### src/rtl/pp_pkg.sv
package pp_pkg;

    typedef enum logic [1:0] {
        PP_TOPO_HALVING  = 2'd0,
        PP_TOPO_SWEEP    = 2'd1,
        PP_TOPO_DOUBLING = 2'd2
    } pp_topo_e;

    function automatic int pp_log2(input int k);
        int r;
        r = 0;
        while ((1 << r) < k) r++;
        return r;
    endfunction

    // Number of cell levels the chosen wiring walks through.
    function automatic int pp_levels(input pp_topo_e topo, input int k);
        int lg;
        lg = pp_log2(k);
        if (topo == PP_TOPO_SWEEP) return 2 * lg - 1;
        return lg;
    endfunction

    // Index of the lower span combined into position i at level lvl,
    // or -1 when position i only passes its value on.
    function automatic int pp_partner(input pp_topo_e topo, input int k,
                                      input int lvl, input int i);
        int lg;
        int d;
        lg = pp_log2(k);
        case (topo)
            PP_TOPO_HALVING: begin
                d = 1 << lvl;
                if ((i & d) != 0) return ((i >> lvl) << lvl) - 1;
                return -1;
            end
            PP_TOPO_SWEEP: begin
                if (lvl < lg) begin
                    d = 1 << lvl;
                    if (((i + 1) % (2 * d)) == 0) return i - d;
                    return -1;
                end
                d = 1 << (2 * lg - 2 - lvl);
                if ((((i + 1) % (2 * d)) == d) && ((i + 1) > 2 * d)) return i - d;
                return -1;
            end
            default: begin
                d = 1 << lvl;
                if (i >= d) return i - d;
                return -1;
            end
        endcase
    endfunction

    // Cells actually placed by the generate rules.
    function automatic int pp_cell_count(input pp_topo_e topo, input int k);
        int n;
        n = 0;
        for (int l = 0; l < pp_levels(topo, k); l++)
            for (int i = 0; i < k; i++)
                if (pp_partner(topo, k, l, i) >= 0) n++;
        return n;
    endfunction

    // Levels that hold at least one cell.
    function automatic int pp_depth(input pp_topo_e topo, input int k);
        int n;
        bit used;
        n = 0;
        for (int l = 0; l < pp_levels(topo, k); l++) begin
            used = 1'b0;
            for (int i = 0; i < k; i++)
                if (pp_partner(topo, k, l, i) >= 0) used = 1'b1;
            if (used) n++;
        end
        return n;
    endfunction

endpackage

### src/rtl/pp_pg_gen.sv
module pp_pg_gen #(
    parameter int WIDTH = 16
) (
    input  logic [WIDTH-1:0] a,
    input  logic [WIDTH-1:0] b,
    output logic [WIDTH-1:0] bit_g,
    output logic [WIDTH-1:0] bit_p
);

    always_comb begin
        bit_g = a & b;
        bit_p = a ^ b;
    end

endmodule

### src/rtl/pp_carry_cell.sv
module pp_carry_cell (
    input  logic lo_g,
    input  logic lo_p,
    input  logic hi_g,
    input  logic hi_p,
    output logic g,
    output logic p
);

    // Lower span must enter on the lo_* side: the operation is not commutative.
    always_comb begin
        g = hi_g | (lo_g & hi_p);
        p = hi_p & lo_p;
    end

endmodule

### src/rtl/pp_prefix_net.sv
module pp_prefix_net
    import pp_pkg::*;
#(
    parameter int       WIDTH    = 16,
    parameter pp_topo_e TOPOLOGY = PP_TOPO_DOUBLING
) (
    input  logic [WIDTH-1:0] bit_g,
    input  logic [WIDTH-1:0] bit_p,
    output logic [WIDTH-1:0] grp_g,
    output logic [WIDTH-1:0] grp_p
);

    localparam int NLEV = pp_levels(TOPOLOGY, WIDTH);

    for (genvar l = 0; l <= NLEV; l++) begin : g_lvl
        logic [WIDTH-1:0] g;
        logic [WIDTH-1:0] p;
        if (l == 0) begin : g_leaf
            assign g = bit_g;
            assign p = bit_p;
        end else begin : g_node
            for (genvar i = 0; i < WIDTH; i++) begin : g_bit
                localparam int J = pp_partner(TOPOLOGY, WIDTH, l - 1, i);
                if (J >= 0) begin : g_cell
                    pp_carry_cell u_cell (
                        .lo_g (g_lvl[l-1].g[J]),
                        .lo_p (g_lvl[l-1].p[J]),
                        .hi_g (g_lvl[l-1].g[i]),
                        .hi_p (g_lvl[l-1].p[i]),
                        .g    (g[i]),
                        .p    (p[i])
                    );
                end else begin : g_pass
                    assign g[i] = g_lvl[l-1].g[i];
                    assign p[i] = g_lvl[l-1].p[i];
                end
            end
        end
    end

    assign grp_g = g_lvl[NLEV].g;
    assign grp_p = g_lvl[NLEV].p;

    // a span cannot both generate and propagate
    always_comb begin
        p_span_excl_r3: assert ((grp_g & grp_p) == '0)
            else $error("span generate and propagate both set");
    end

    // whole-word propagate agrees with the per-bit terms
    always_comb begin
        p_top_prop_r2: assert (grp_p[WIDTH-1] == (&bit_p))
            else $error("top span propagate mismatch");
    end

endmodule

### src/rtl/pp_sum_stage.sv
module pp_sum_stage #(
    parameter int WIDTH = 16
) (
    input  logic [WIDTH-1:0] bit_p,
    input  logic [WIDTH-1:0] grp_g,
    input  logic [WIDTH-1:0] grp_p,
    input  logic             cin,
    output logic [WIDTH-1:0] sum,
    output logic             cout
);

    logic [WIDTH:0] carry;

    always_comb begin
        carry[0] = cin;
        for (int i = 0; i < WIDTH; i++)
            carry[i+1] = grp_g[i] | (grp_p[i] & cin);
        sum  = bit_p ^ carry[WIDTH-1:0];
        cout = carry[WIDTH];
    end

endmodule

### src/rtl/pp_adder.sv
module pp_adder
    import pp_pkg::*;
#(
    parameter int       WIDTH    = 16,
    parameter pp_topo_e TOPOLOGY = PP_TOPO_DOUBLING
) (
    input  logic [WIDTH-1:0] a,
    input  logic [WIDTH-1:0] b,
    input  logic             cin,
    output logic [WIDTH-1:0] sum,
    output logic             cout,
    output logic [WIDTH-1:0] grp_g,
    output logic [WIDTH-1:0] grp_p
);

    localparam int CELL_COUNT = pp_cell_count(TOPOLOGY, WIDTH);
    localparam int DEPTH      = pp_depth(TOPOLOGY, WIDTH);

    logic [WIDTH-1:0] bit_g;
    logic [WIDTH-1:0] bit_p;

    pp_pg_gen #(.WIDTH(WIDTH)) u_pg (
        .a     (a),
        .b     (b),
        .bit_g (bit_g),
        .bit_p (bit_p)
    );

    pp_prefix_net #(.WIDTH(WIDTH), .TOPOLOGY(TOPOLOGY)) u_net (
        .bit_g (bit_g),
        .bit_p (bit_p),
        .grp_g (grp_g),
        .grp_p (grp_p)
    );

    pp_sum_stage #(.WIDTH(WIDTH)) u_sum (
        .bit_p (bit_p),
        .grp_g (grp_g),
        .grp_p (grp_p),
        .cin   (cin),
        .sum   (sum),
        .cout  (cout)
    );

    logic [WIDTH:0] ref_total;
    assign ref_total = {1'b0, a} + {1'b0, b} + {{WIDTH{1'b0}}, cin};

    // arithmetic result
    always_comb begin
        p_sum_value_r1: assert ({cout, sum} == ref_total)
            else $error("sum mismatch");
    end

    // full-propagate word passes the carry straight through
    always_comb begin
        if ((a ^ b) == '1) begin
            p_all_prop_r4: assert ((sum == {WIDTH{~cin}}) && (cout == cin))
                else $error("full-propagate result wrong");
        end
    end

    // zero operands
    always_comb begin
        if ((a == '0) && (b == '0)) begin
            p_zero_ops_r5: assert ((sum == {{(WIDTH-1){1'b0}}, cin}) && !cout)
                else $error("zero-operand result wrong");
        end
    end

endmodule

### config.mk
export PLATFORM = sky130hd
export DESIGN_NAME = pp_adder
export DESIGN_NICKNAME = d
export VERILOG_FILES = /design/src/rtl/pp_pkg.sv /design/src/rtl/pp_pg_gen.sv /design/src/rtl/pp_carry_cell.sv /design/src/rtl/pp_prefix_net.sv /design/src/rtl/pp_sum_stage.sv /design/src/rtl/pp_adder.sv
export SDC_FILE = /design/constraint.sdc
export NUM_CORES = 1
export LEC_CHECK = 0
export BUFFER_PORTS_ARGS = -buffer_cell sky130_fd_sc_hd__buf_2
export CAP_MARGIN = 20
export CORE_MARGIN = 3
export CORE_UTILIZATION = 40
export DETAILED_ROUTE_END_ITERATION = 8
export PLACE_DENSITY_LB_ADDON = 0.12
export SLEW_MARGIN = 20
export SYNTH_ARGS = -nofsm -noshare
export SYNTH_HDL_FRONTEND = slang
export SYNTH_SLANG_ARGS = --single-unit
export TNS_END_PERCENT = 30
### constraint.sdc
create_clock -name vclk -period 2.3
set_clock_uncertainty 0.1 [all_clocks]
set_input_delay 0.23 -clock vclk [all_inputs]
set_output_delay 0.23 -clock vclk [all_outputs]
set_load 0.1 [all_outputs]
# After elaboration in Yosys (flattened, before gate mapping)
# Cells that the tools add are included.
[word_totals]
word_cells = 182
output_inout_bits = 49
regBits = 0
[op_classes]
bitwise_logic = 182
[ops]
columns = ["cell", "count"]
rows = [
  ["1-bit AND", 114],
  ["1-bit OR", 65],
  ["16-bit XOR", 2],
  ["16-bit AND", 1],
]

# Longest topological paths before layout
# Gate-level depths: netlist of run 1.
[logic_depth]
depth_word = 10
mapped_depth = 9
depth_no_buf = 9

# Modules after synthesis
# From an unflattened synthesis of run 1, not the netlist that was laid out.
[hier_totals]
cells_unflattened = 164
hier_area_um2 = 1340.0
[modules_own_cells]
columns = ["module", "seq_area_each_um2", "instances", "area_each_um2", "cells_per_inst"]
rows = [
  ["pp_carry_cell", 0.0, 49, 13.8, 2],
  ["pp_sum_stage", 0.0, 1, 345.3, 34],
  ["pp_pg_gen", 0.0, 1, 200.2, 16],
  ["pp_prefix_net", 0.0, 1, 120.1, 16],
]

# Least setup slack after synthesis of run 1
# No wires, ideal clock.
[synth_path]
path_type = "input port to output port"
start = "input a[3]"
end = "output sum[15]"
arrival_time_ps = 3705
path_slack_ps = -1735
required_time_ps = 1970
stages = 7
path_buffers = 1
path_cell_list = "ha_1 buf_4 a21o_1 a21oi_1 o21a_2 o21ai_4 a311oi_1"
[synth_via]
elab_chain_cells = 10
word_cells_on_any_way = 17
cone_classes = "bitwise: 17"
[synth_rtl]
columns = ["element", "line", "rtl"]
rows = [
  ["start, declared", "pp_adder.sv:7", "input logic [WIDTH-1:0] a,"],
  ["16-bit AND", "pp_pg_gen.sv:11", "bit_g = a & b;"],
  ["1-bit AND", "pp_carry_cell.sv:12", "g = hi_g | (lo_g & hi_p);"],
  ["1-bit OR", "pp_carry_cell.sv:12", ""],
  ["1-bit AND", "pp_carry_cell.sv:12", ""],
  ["1-bit OR (2 in series)", "pp_carry_cell.sv:12", ""],
  ["1-bit AND", "pp_carry_cell.sv:12", ""],
  ["1-bit OR", "pp_carry_cell.sv:12", ""],
  ["1-bit OR (*)", "pp_sum_stage.sv:17", "carry[i+1] = grp_g[i] | (grp_p[i] & cin);"],
  ["16-bit XOR (*)", "pp_sum_stage.sv:18", "sum = bit_p ^ carry[WIDTH-1:0];"],
  ["end, declared", "pp_adder.sv:10", "output logic [WIDTH-1:0] sum,"],
]
# Every way passes the cells marked *; elsewhere a longest branch is shown, timed or not.

# Final worst setup path of run 1
[layout_path]
start = "input a[10]"
end = "output sum[15]"
[layout_via]
elab_chain_cells = 9
word_cells_on_any_way = 17
cone_classes = "bitwise: 17"
[layout_rtl]
columns = ["element", "line", "rtl"]
rows = [
  ["16-bit XOR", "pp_pg_gen.sv:12", "bit_p = a ^ b;"],
  ["1-bit AND (on tied branches)", "pp_carry_cell.sv:12, pp_carry_cell.sv:13", ""],
  ["1-bit OR / 1-bit AND (equally long branches)", "pp_carry_cell.sv:12", ""],
  ["1-bit OR", "pp_carry_cell.sv:12", ""],
  ["1-bit AND", "pp_carry_cell.sv:12", ""],
  ["1-bit OR (2 in series)", "pp_carry_cell.sv:12", ""],
  ["1-bit OR (*)", "pp_sum_stage.sv:17", ""],
  ["16-bit XOR (*)", "pp_sum_stage.sv:18", ""],
]
# Marks and branches as above.

==> run summary, run 1 <==
### Worst setup path
* 6 — worst-path fanout max
* input port — nature of the critical path startpoint
* 2.05 ns — data arrival time of the worst path
* 1.97 ns — required time reported for the critical path endpoint
* in -> out — critical path type
* a[10] — worst setup path startpoint
* output pin — Critical Path End Type

### Floorplan
* 63.3 µm — die width
* 0.00401 mm² — floorplan die area
* 20 — FP Rows
* 0.00310 mm² — Core Footprint
* 0.424 — Starting Density
* 63.3 µm — Die H
* 82 — count of pins on the block boundary

### Power and ir drop
* 0.635 mW — Internal Pwr Total
* 1.20 mW — net switching power of the design
* 1.000 — combinational group share of total power
* 1.32 nW — Leak
* 653 mW/mm² — PwrDens
* 0 — relative contribution of sequential cells to total power
* 0.654 — Switching Fraction
* 0 — clock share of power
* 537 µV — peak ir drop on the vdd network

### Synthesis
* 6.88 µm² — Post-Syn Area per Cell
* 41 — Yosys cell types
* 191 — number of instances in the synthesized netlist
* 0 — sequential cell area fraction in the yosys report
* 0.00132 mm² — Synth Cell Area
* 0 — number of warnings issued by yosys
* 241 — number of nets produced by synthesis

### Run status
* negative setup slack — violations in the final reports
* finished, violations left — status

### Hold path
* 4 — Hold Path Depth
* in -> out — classification of the worst-slack hold path
* sum[3] — Worst Hold Endpoint
* a[3] — beginning of the worst hold path

### Timing
* 2.38 ns — minimum clock period after layout
* 1.04 — crit share post-route
* 10 — total of endpoints with negative setup slack in the final report
* 0.508 ns — worst slew pin tran
* yes — RSZ-0062 raised after global routing
* 420 MHz — achievable frequency
* -0.0831 ns — worst setup margin
* 0.658 — Slew headroom
* 0 — Final Hold Vio Count
* 0 — number of slew-limit violations in the final report

### Final layout
* 327 — final standard cell count with taps included and fillers excluded
* 0.657 — ratio of cells with drive above 1 in the final layout
* 0 — layout sequential cell count
* 114% — Area Overhead vs Synth
* 0.905 — Core Util, Final
* 335 — Total Nets Final
* 0 µm² — storage element area
* sky130_fd_sc_hd__buf_2 (43), sky130_fd_sc_hd__buf_4 (43), sky130_fd_sc_hd__buf_12 (34), sky130_fd_sc_hd__a21oi_1 (17), sky130_fd_sc_hd__nand2_1 (14) — most frequent cells in the layout
* 0 — number of diodes added for antenna fixing
* 138 — # fillers
* 0 — number of clock buffer instances in the layout

### Detailed routing
* 1876 — number of vias after detailed routing
* 0 — residual DRC count
* 5.74 — Vias per Instance
* met4 — topmost layer with routed signal wires
* 0 — final antenna-violating net count
* 4 — first-pass iteration count of the detailed router
* 171 — number of DRC violations after detailed-routing iteration 0
* 6.32 mm — Routed WL
* 562 µm — wire length on met3
* 3.26 mm — length of routed met2 wiring
* 19.3 µm — Routed wire per std cell
* 2.32 mm — met1 layer wirelength in the final routing

### Global routing
* 7.55 mm — global-route wire length before repair
* 1707 — vias in the first global route
* 0 — global route overflow
* 9 — maximum number of pins on one net before global-route repair
* 0.224 — All-Layer GR Usage
* 0 — antenna violations before repair

### Flow run
* 0 — # Max-Cap Violations

### Placement
* 326 — total placed cells including tap cells
* 4.09 mm — DP Wirelength
* 0.873 — weighted congestion at the end of routability-driven global placement
* 82 — # port buffers

-- metrics by stage --
step	setup TNS (ns)	setup slack, ns	area [µm²]	hold WS [ns]	total power, mW
after floorplan	-3.29	-0.587	1510	0.730	1.19
after global placement	-0.0405	-0.0295	2560	0.894	1.70
after detailed placement	-0.424	-0.106	2560	0.893	1.71
after CTS	-0.0554	-0.0328	2580	0.893	1.72
after global routing	-0.914	-0.168	2810	0.905	1.88
final	-0.414	-0.0831	2810	0.887	1.83
-- worst max-delay path by stage --
stage / end / depth (start not counted) / slack [ns]
global placement: sum[13] / 10 / -0.03
floorplan: sum[6] / 5 / -0.59
global route: sum[15] / 9 / -0.17
CTS: sum[14] / 9 / -0.03
finish: sum[15] / 9 / -0.08
detailed placement: sum[13] / 10 / -0.11
-- power by group through the flow --
stage | logic (mW) | clock network [mW] | registers (mW)
floorplan | 1.19 | 0 | 0
global placement | 1.70 | 0 | 0
detailed placement | 1.71 | 0 | 0
CTS | 1.72 | 0 | 0
global route | 1.88 | 0 | 0
finish | 1.83 | 0 | 0
-- area by class of cell --
class / instances / area, µm² / area share
timing repair buffer: 127 / 1290 / 0.461
multi-input combinational: 147 / 1430 / 0.508
inverter: 9 / 33.8 / 0.0120
tap: 44 / 55.1 / 0.0196
-- cell usage after synthesis, types with 2 or more instances --
| cell type | n | share of area |
|---|---|---|
| sky130_fd_sc_hd__nand3_1 | 7 | 0.027 |
| sky130_fd_sc_hd__a21oi_1 | 21 | 0.080 |
| sky130_fd_sc_hd__a21oi_2 | 2 | 0.013 |
| sky130_fd_sc_hd__o21ai_1 | 4 | 0.015 |
| sky130_fd_sc_hd__nand4_1 | 2 | 0.0095 |
| sky130_fd_sc_hd__and3_1 | 4 | 0.019 |
| sky130_fd_sc_hd__o21ai_0 | 11 | 0.042 |
| sky130_fd_sc_hd__nor4_1 | 3 | 0.014 |
| sky130_fd_sc_hd__o311ai_0 | 2 | 0.013 |
| sky130_fd_sc_hd__a311oi_1 | 2 | 0.013 |
| sky130_fd_sc_hd__xnor2_1 | 9 | 0.060 |
| sky130_fd_sc_hd__nand2_1 | 16 | 0.046 |
| sky130_fd_sc_hd__nor3_1 | 2 | 0.0076 |
| sky130_fd_sc_hd__nor2_1 | 14 | 0.040 |
| sky130_fd_sc_hd__inv_2 | 3 | 0.0086 |
| sky130_fd_sc_hd__ha_1 | 16 | 0.15 |
| sky130_fd_sc_hd__xor2_1 | 4 | 0.027 |
| sky130_fd_sc_hd__o21a_1 | 2 | 0.011 |
| sky130_fd_sc_hd__a21o_1 | 7 | 0.040 |
| sky130_fd_sc_hd__buf_4 | 34 | 0.19 |
| sky130_fd_sc_hd__inv_1 | 6 | 0.017 |
-- worst max-delay path, stage by stage --
cell                       delay (ns)
sky130_fd_sc_hd__buf_2           0.10
sky130_fd_sc_hd__ha_1            0.34
sky130_fd_sc_hd__buf_4           0.20
sky130_fd_sc_hd__a21oi_1         0.23
sky130_fd_sc_hd__nor2_1          0.09
sky130_fd_sc_hd__o21ai_0         0.19
sky130_fd_sc_hd__o311ai_1        0.17
sky130_fd_sc_hd__a311oi_4        0.28
sky130_fd_sc_hd__buf_12          0.22
-- logic make-up after synthesis --
logic type / count (synthesis) / synth area share
xor+xnor: 13 / 0.0866
fa+ha+maj: 17 / 0.167
simple gates: 59 / 0.236
buf+inv: 44 / 0.224
compound gates: 58 / 0.286
-- routing by layer --
metal  GRT usage  up-vias
met4      0.0216        0
met3      0.0267       22
li1            -      834
met2       0.425      137
met5           0        -
met1       0.275      883
-- what timing repair did --
item,4_1_cts,5_1_grt
buffers inserted,0,2
hold buffers,0,0
pin swaps,4,23
setup endpoints to repair,7,14
resized for setup,7,40
Power figures use the tool's default switching activity.
==> run 2: changes to the inputs <==
--- a/config.mk
+++ b/config.mk
@@ -7,7 +7,7 @@
 export LEC_CHECK = 0
 export BUFFER_PORTS_ARGS = -buffer_cell sky130_fd_sc_hd__buf_2
 export CAP_MARGIN = 20
-export CORE_MARGIN = 3
+export CORE_MARGIN = 2
 export CORE_UTILIZATION = 40
 export DETAILED_ROUTE_END_ITERATION = 8
 export PLACE_DENSITY_LB_ADDON = 0.12
==> run 2 against run 1 <==
Net effect:
- critical endpoint is now grp_g[14]
- flip-flop and latch count is the same
- the flow still finishes with violations (negative setup slack)
- non-clock buffer count rose by 1
- combinational power about the same
- critical path type unchanged
==> run summary, run 2 (same netlist as run 1, synthesis figures left out) <==
### Final layout
* sky130_fd_sc_hd__buf_2 (45), sky130_fd_sc_hd__buf_4 (43), sky130_fd_sc_hd__buf_12 (34), sky130_fd_sc_hd__a21oi_1 (17), sky130_fd_sc_hd__nand2_1 (14) — most frequent cells in the layout
* 0.658 — ratio of cells with drive above 1 in the final layout
* 336 — Total Nets Final
* 0 — layout sequential cell count
* 0 — number of clock buffer instances in the layout
* 328 — final standard cell count with taps included and fillers excluded
* 117% — Area Overhead vs Synth
* 0 — number of diodes added for antenna fixing
* 0.00286 mm² — Finished Cell Area
* 0 µm² — storage element area
* 115 — # fillers
* sky130_fd_sc_hd__buf_2 — most common cell after layout, fill and taps aside

### Detailed routing
* 136 — number of DRC violations after detailed-routing iteration 0
* 20.8 µm — Routed wire per std cell
* 0 — final antenna-violating net count
* 1945 — number of vias after detailed routing
* 6.81 mm — Routed WL
* 4 — first-pass iteration count of the detailed router
* 0 — residual DRC count
* 5.93 — Vias per Instance

### Timing
* 0.926 ns — worst hold slack
* 2.37 ns — minimum clock period after layout
* 0.680 — Slew headroom
* 0 — Final Hold Vio Count
* 1.03 — crit share post-route
* 11 — total of endpoints with negative setup slack in the final report
* 0 — number of slew-limit violations in the final report
* 0.475 ns — worst slew pin tran
* 422 MHz — achievable frequency
* -0.0704 ns — worst setup margin
* yes — RSZ-0062 raised after global routing

### Floorplan
* 0.427 — Starting Density
* 0.00376 mm² — floorplan die area
* 20 — FP Rows
* 0.00308 mm² — Core Footprint
* 61.3 µm — die width
* 82 — count of pins on the block boundary
* 61.3 µm — Die H

### Global routing
* 9 — maximum number of pins on one net before global-route repair
* 0 — antenna violations before repair
* 1687 — vias in the first global route
* 0 — global route overflow
* 7.33 mm — global-route wire length before repair
* 0.252 — All-Layer GR Usage

### Power and ir drop
* 0 — clock share of power
* 0.650 mW — Internal Pwr Total
* 653 µV — peak ir drop on the vdd network
* 1.000 — combinational group share of total power
* 0 — relative contribution of sequential cells to total power
* 1.33 nW — Leak
* 652 mW/mm² — PwrDens
* 0.651 — Switching Fraction
* 1.21 mW — net switching power of the design

### Worst setup path
* 1.97 ns — required time reported for the critical path endpoint
* 6 — worst-path fanout max
* output pin — Critical Path End Type
* input port — nature of the critical path startpoint
* b[7] — worst setup path startpoint
* 2.04 ns — data arrival time of the worst path
* in -> out — critical path type

### Hold path
* 4 — Hold Path Depth
* in -> out — classification of the worst-slack hold path
* b[3] — beginning of the worst hold path

### Placement
* 324 — total placed cells including tap cells
* 82 — # port buffers
* 0.00254 mm² — total cell area at the placement stage
* 0.866 — weighted congestion at the end of routability-driven global placement
* 4.09 mm — DP Wirelength

### Clocking
* 0 — # hold bufs at CTS

### Flow run
* 0 — # Max-Cap Violations

### Run status
* finished, violations left — status
* negative setup slack — violations in the final reports

run 2: per-stage QoR:
step	TNS [ns]	setup WS, ns	util	power [mW]
floorplan	-3.29	-0.587	-	1.19
CTS	-0.0621	-0.0284	0.839	1.73
finish	-0.379	-0.0704	0.928	1.86
global placement	-0.0585	-0.0434	0.826	1.69
global route	-1.03	-0.141	0.928	1.91
detailed placement	-0.211	-0.0681	0.826	1.71
run 2: path summary, 6_finish.rpt:
kind / endpoint / slack (ns)
setup / recovery: grp_g[14] / -0.07
hold / removal: sum[3] / 0.93
run 2: layout make-up:
type	count	area, µm²	share of cell area
Timing Repair Buffer	128	1300	0.455
Tap cell	44	55.1	0.0193
Inverter	9	33.8	0.0118
Multi-Input combinational cell	147	1470	0.514
run 2: what timing repair did:
action | in CTS | in global routing
pin swaps | 3 | 22
endpoints found under the hold margin | 0 | 0
cloned | 0 | 0
resized for setup | 11 | 40
endpoints found under the setup margin | 7 | 13
buffers inserted | 0 | 4
run 2: per-layer routing:
| layer | track usage | wire (µm) | share of wire |
|---|---|---|---|
| met5 | 0 | 0 | 0 |
| met1 | 0.331 | 2520 | 0.37 |
| met2 | 0.474 | 3430 | 0.50 |
| met3 | 0.00840 | 529 | 0.078 |
| met4 | 0.0243 | 335 | 0.049 |
run 2: power groups by stage:
stage	Combinational [mW]	Sequential, mW	Clock [mW]
after global placement	1.69	0	0
after floorplan	1.19	0	0
after CTS	1.73	0	0
final	1.86	0	0
after detailed placement	1.71	0	0
after global routing	1.91	0	0
run 2: critical path, cell delays in order:
cell and delay (ns):
sky130_fd_sc_hd__buf_2 0.12, sky130_fd_sc_hd__ha_4 0.30, sky130_fd_sc_hd__nand2_1 0.14, sky130_fd_sc_hd__o21ai_1 0.24, sky130_fd_sc_hd__nand3_1 0.19, sky130_fd_sc_hd__o21ai_4 0.17
sky130_fd_sc_hd__nor2_1 0.13, sky130_fd_sc_hd__o21bai_1 0.28, sky130_fd_sc_hd__buf_12 0.22
==> run 3: changes to the inputs <==
==> constraint.sdc (replaced) <==
create_clock -name vclk -period 2.3
set_clock_uncertainty 0.1 [all_clocks]
set_input_delay 0.345 -clock vclk [all_inputs]
set_output_delay 0.345 -clock vclk [all_outputs]
set_load 0.1 [all_outputs]
==> run 3 against run 2 <==
Net effect:
- the flow now stops in 3_5_place_dp
- area after synthesis stayed put
- synthesized cell count stayed put
==> run summary, run 3 <==
### Synthesis
* 0.194 — area share of the largest cell type after synthesis
* sky130_fd_sc_hd__buf_4 — library cell occupying the most area in the post-synthesis netlist
* sky130_fd_sc_hd__buf_4 — most frequent cell after synthesis
* 0 — number of warnings issued by yosys
* 0.167 — share of synthesized cell area in full adder, half adder and majority cells
* compound AO/OA/AOI/OAI gates — largest family of logic cells by synthesized area
* 0.236 — simple-gate share of the synthesized area
* 0.286 — complex-gate fraction of the synthesized area
* sky130_fd_sc_hd__buf_4 (34), sky130_fd_sc_hd__a21oi_1 (21), sky130_fd_sc_hd__ha_1 (16), sky130_fd_sc_hd__nand2_1 (16), sky130_fd_sc_hd__nor2_1 (14) — Synth top cells by count
* sky130_fd_sc_hd__buf_4 (19%), sky130_fd_sc_hd__ha_1 (15%), sky130_fd_sc_hd__a21oi_1 (8.0%) — leading cell types by total area after synthesis
* 0.0866 — Post-Synth XOR/XNOR Area
* 6.88 µm² — Post-Syn Area per Cell
* 41 — Yosys cell types
* 0 — sequential cell area fraction in the yosys report
* 241 — number of nets produced by synthesis
* 0.00132 mm² — Synth Cell Area
* 191 — number of instances in the synthesized netlist
* 0 — multiplexer fraction of the synthesized cell area

### Placement
* 0.956 — weighted congestion at the end of routability-driven global placement
* 8.14 mm — DP Wirelength
* 82 — # port buffers

### Run status
* did not finish — status
* [ERROR DPL-0033] detailed placement checks failed during check placement. — run-stopping error
* 3_5_place_dp — last flow stage reached

### Floorplan
* 61.3 µm — die width
* 61.3 µm — Die H
* 0.427 — Starting Density
* 82 — count of pins on the block boundary
* 20 — FP Rows

==> run 3: cell counts after synthesis <==
Identical to the previous run, type by type.
==> run 3: logic make-up after synthesis <==
group           count (synthesis)
buf+inv                        44
simple gates                   59
fa+ha+maj                      17
xor+xnor                       13
compound gates                 58
==> run 3: per-stage QoR <==
stage	hold slack, ns	instances	instance area, µm²	setup TNS [ns]
3_3_place_gp	1.10	356	3040	-2.45
2_1_floorplan	0.967	191	1660	-5.40
==> run 4: changes to the inputs <==
--- a/config.mk
+++ b/config.mk
@@ -8,9 +8,9 @@
 export BUFFER_PORTS_ARGS = -buffer_cell sky130_fd_sc_hd__buf_2
 export CAP_MARGIN = 20
 export CORE_MARGIN = 2
-export CORE_UTILIZATION = 40
+export CORE_UTILIZATION = 25
 export DETAILED_ROUTE_END_ITERATION = 8
-export PLACE_DENSITY_LB_ADDON = 0.12
+export PLACE_DENSITY_LB_ADDON = 0.15
 export SLEW_MARGIN = 20
 export SYNTH_ARGS = -nofsm -noshare
 export SYNTH_HDL_FRONTEND = slang
==> run 4 against run 3 <==
Net effect:
- the flow now finishes, with violations (negative setup slack)
==> run summary, run 4 (same netlist as run 1, synthesis figures left out) <==
### Run status
* finished, violations left — status
* negative setup slack — violations in the final reports

### Power and ir drop
* 1.000 — combinational group share of total power
* 1.61 nW — Leak
* 0.606 — Switching Fraction
* 2.02 mW — Total Power
* 0.797 mW — Internal Pwr Total
* 394 µV — peak ir drop on the vdd network
* 567 mW/mm² — PwrDens
* 0 — clock share of power
* 1.22 mW — net switching power of the design
* 0 — relative contribution of sequential cells to total power

### Worst setup path
* in -> out — critical path type
* 1.86 ns — required time reported for the critical path endpoint
* 4 — worst-path fanout max
* 2.05 ns — data arrival time of the worst path
* input port — nature of the critical path startpoint
* output pin — Critical Path End Type

### Placement
* 4.40 mm — DP Wirelength
* 388 — total placed cells including tap cells
* -0.334 ns — worst slack, placed
* 0.00313 mm² — total cell area at the placement stage
* 82 — # port buffers
* 0.855 — weighted congestion at the end of routability-driven global placement

### Final layout
* 171% — Area Overhead vs Synth
* 0 — number of diodes added for antenna fixing
* 0.784 — ratio of cells with drive above 1 in the final layout
* sky130_fd_sc_hd__buf_4 — most common cell after layout, fill and taps aside
* 0 — number of clock buffer instances in the layout
* 0 µm² — storage element area
* 380 — Total Nets Final
* 398 — final standard cell count with taps included and fillers excluded
* 0 — layout sequential cell count
* sky130_fd_sc_hd__buf_4 (85), sky130_fd_sc_hd__buf_12 (43), sky130_fd_sc_hd__buf_2 (30), sky130_fd_sc_hd__ha_4 (14), sky130_fd_sc_hd__buf_6 (14) — most frequent cells in the layout
* 0.00357 mm² — Finished Cell Area

### Floorplan
* 82 — count of pins on the block boundary
* 76.5 µm — Die H
* 0.00511 mm² — Core Footprint
* 0.00586 mm² — floorplan die area
* 76.5 µm — die width
* 0.257 — Starting Density
* 26 — FP Rows

### Timing
* 0.490 ns — worst slew pin tran
* 401 MHz — achievable frequency
* 2.49 ns — minimum clock period after layout
* 0 — number of slew-limit violations in the final report
* 0 — Final Hold Vio Count
* 1.08 — crit share post-route
* 18 — total of endpoints with negative setup slack in the final report
* 0.676 — Slew headroom
* -0.192 ns — worst setup margin
* 1.13 ns — worst hold slack
* yes — RSZ-0062 raised after global routing

### Detailed routing
* 60 — number of DRC violations after detailed-routing iteration 0
* 0 — final antenna-violating net count
* 4 — first-pass iteration count of the detailed router
* 4.58 — Vias per Instance
* 13.7 µm — Routed wire per std cell
* 0 — residual DRC count
* 131 µm — wire length on met3
* 2.40 mm — met1 layer wirelength in the final routing
* met3 — topmost layer with routed signal wires
* 1823 — number of vias after detailed routing
* 5.44 mm — Routed WL
* 2.90 mm — length of routed met2 wiring

### Global routing
* 1884 — vias in the first global route
* 0 — antenna violations before repair
* 7 — maximum number of pins on one net before global-route repair
* 0 — global route overflow
* 0.178 — All-Layer GR Usage
* 8.85 mm — global-route wire length before repair

### Hold path
* in -> out — classification of the worst-slack hold path

### Flow run
* 0 — # Max-Cap Violations

## run 4: power by group through the flow
stage | combinational (mW) | clock (mW) | sequential [mW]
after floorplan | 1.23 | 0 | 0
after global placement | 1.87 | 0 | 0
after detailed placement | 1.88 | 0 | 0
after CTS | 1.97 | 0 | 0
after global routing | 2.10 | 0 | 0
final | 2.02 | 0 | 0
## run 4: metal layers
metal / vias up / track usage
li1: 926 / -
met1: 852 / 0.236
met2: 45 / 0.338
met3: 0 / 0.00711
met4: 0 / 0
met5: - / 0
## run 4: metrics by stage
| stage | utilization | setup TNS [ns] |
|---|---|---|
| 5_1_grt | 0.698 | -3.44 |
| 4_1_cts | 0.669 | -1.41 |
| 3_5_place_dp | 0.614 | -3.06 |
| 3_3_place_gp | 0.614 | -2.81 |
| 6_report | 0.698 | -1.81 |
| 2_1_floorplan | - | -5.40 |
## run 4: worst max-delay path: stages
cell and delay (ns):
sky130_fd_sc_hd__buf_6 0.10, sky130_fd_sc_hd__ha_4 0.25, sky130_fd_sc_hd__a21oi_2 0.15, sky130_fd_sc_hd__o21a_1 0.19
sky130_fd_sc_hd__o221a_4 0.21, sky130_fd_sc_hd__o21ai_4 0.07, sky130_fd_sc_hd__a221oi_4 0.37, sky130_fd_sc_hd__xnor2_4 0.17
sky130_fd_sc_hd__buf_12 0.19
## run 4: layout make-up
class,instances,area (µm²)
fillers,398,1540
inverters,9,33.8
repair buffers,172,1810
well taps,70,87.6
multi-input cells,147,1640
## run 4: timing repair
action	4_1_cts	5_1_grt
endpoints found under the setup margin	24	27
hold buffers	0	0
pin swaps	26	17
resized for setup	49	25
buffers inserted	6	5
## run 4: final timing paths
path | startpoint | endpoint | slack, ns | cells after the start
worst min-delay path | a[15] | grp_g[15] | 1.13 | 5
worst max-delay path | b[5] | sum[14] | -0.19 | 9
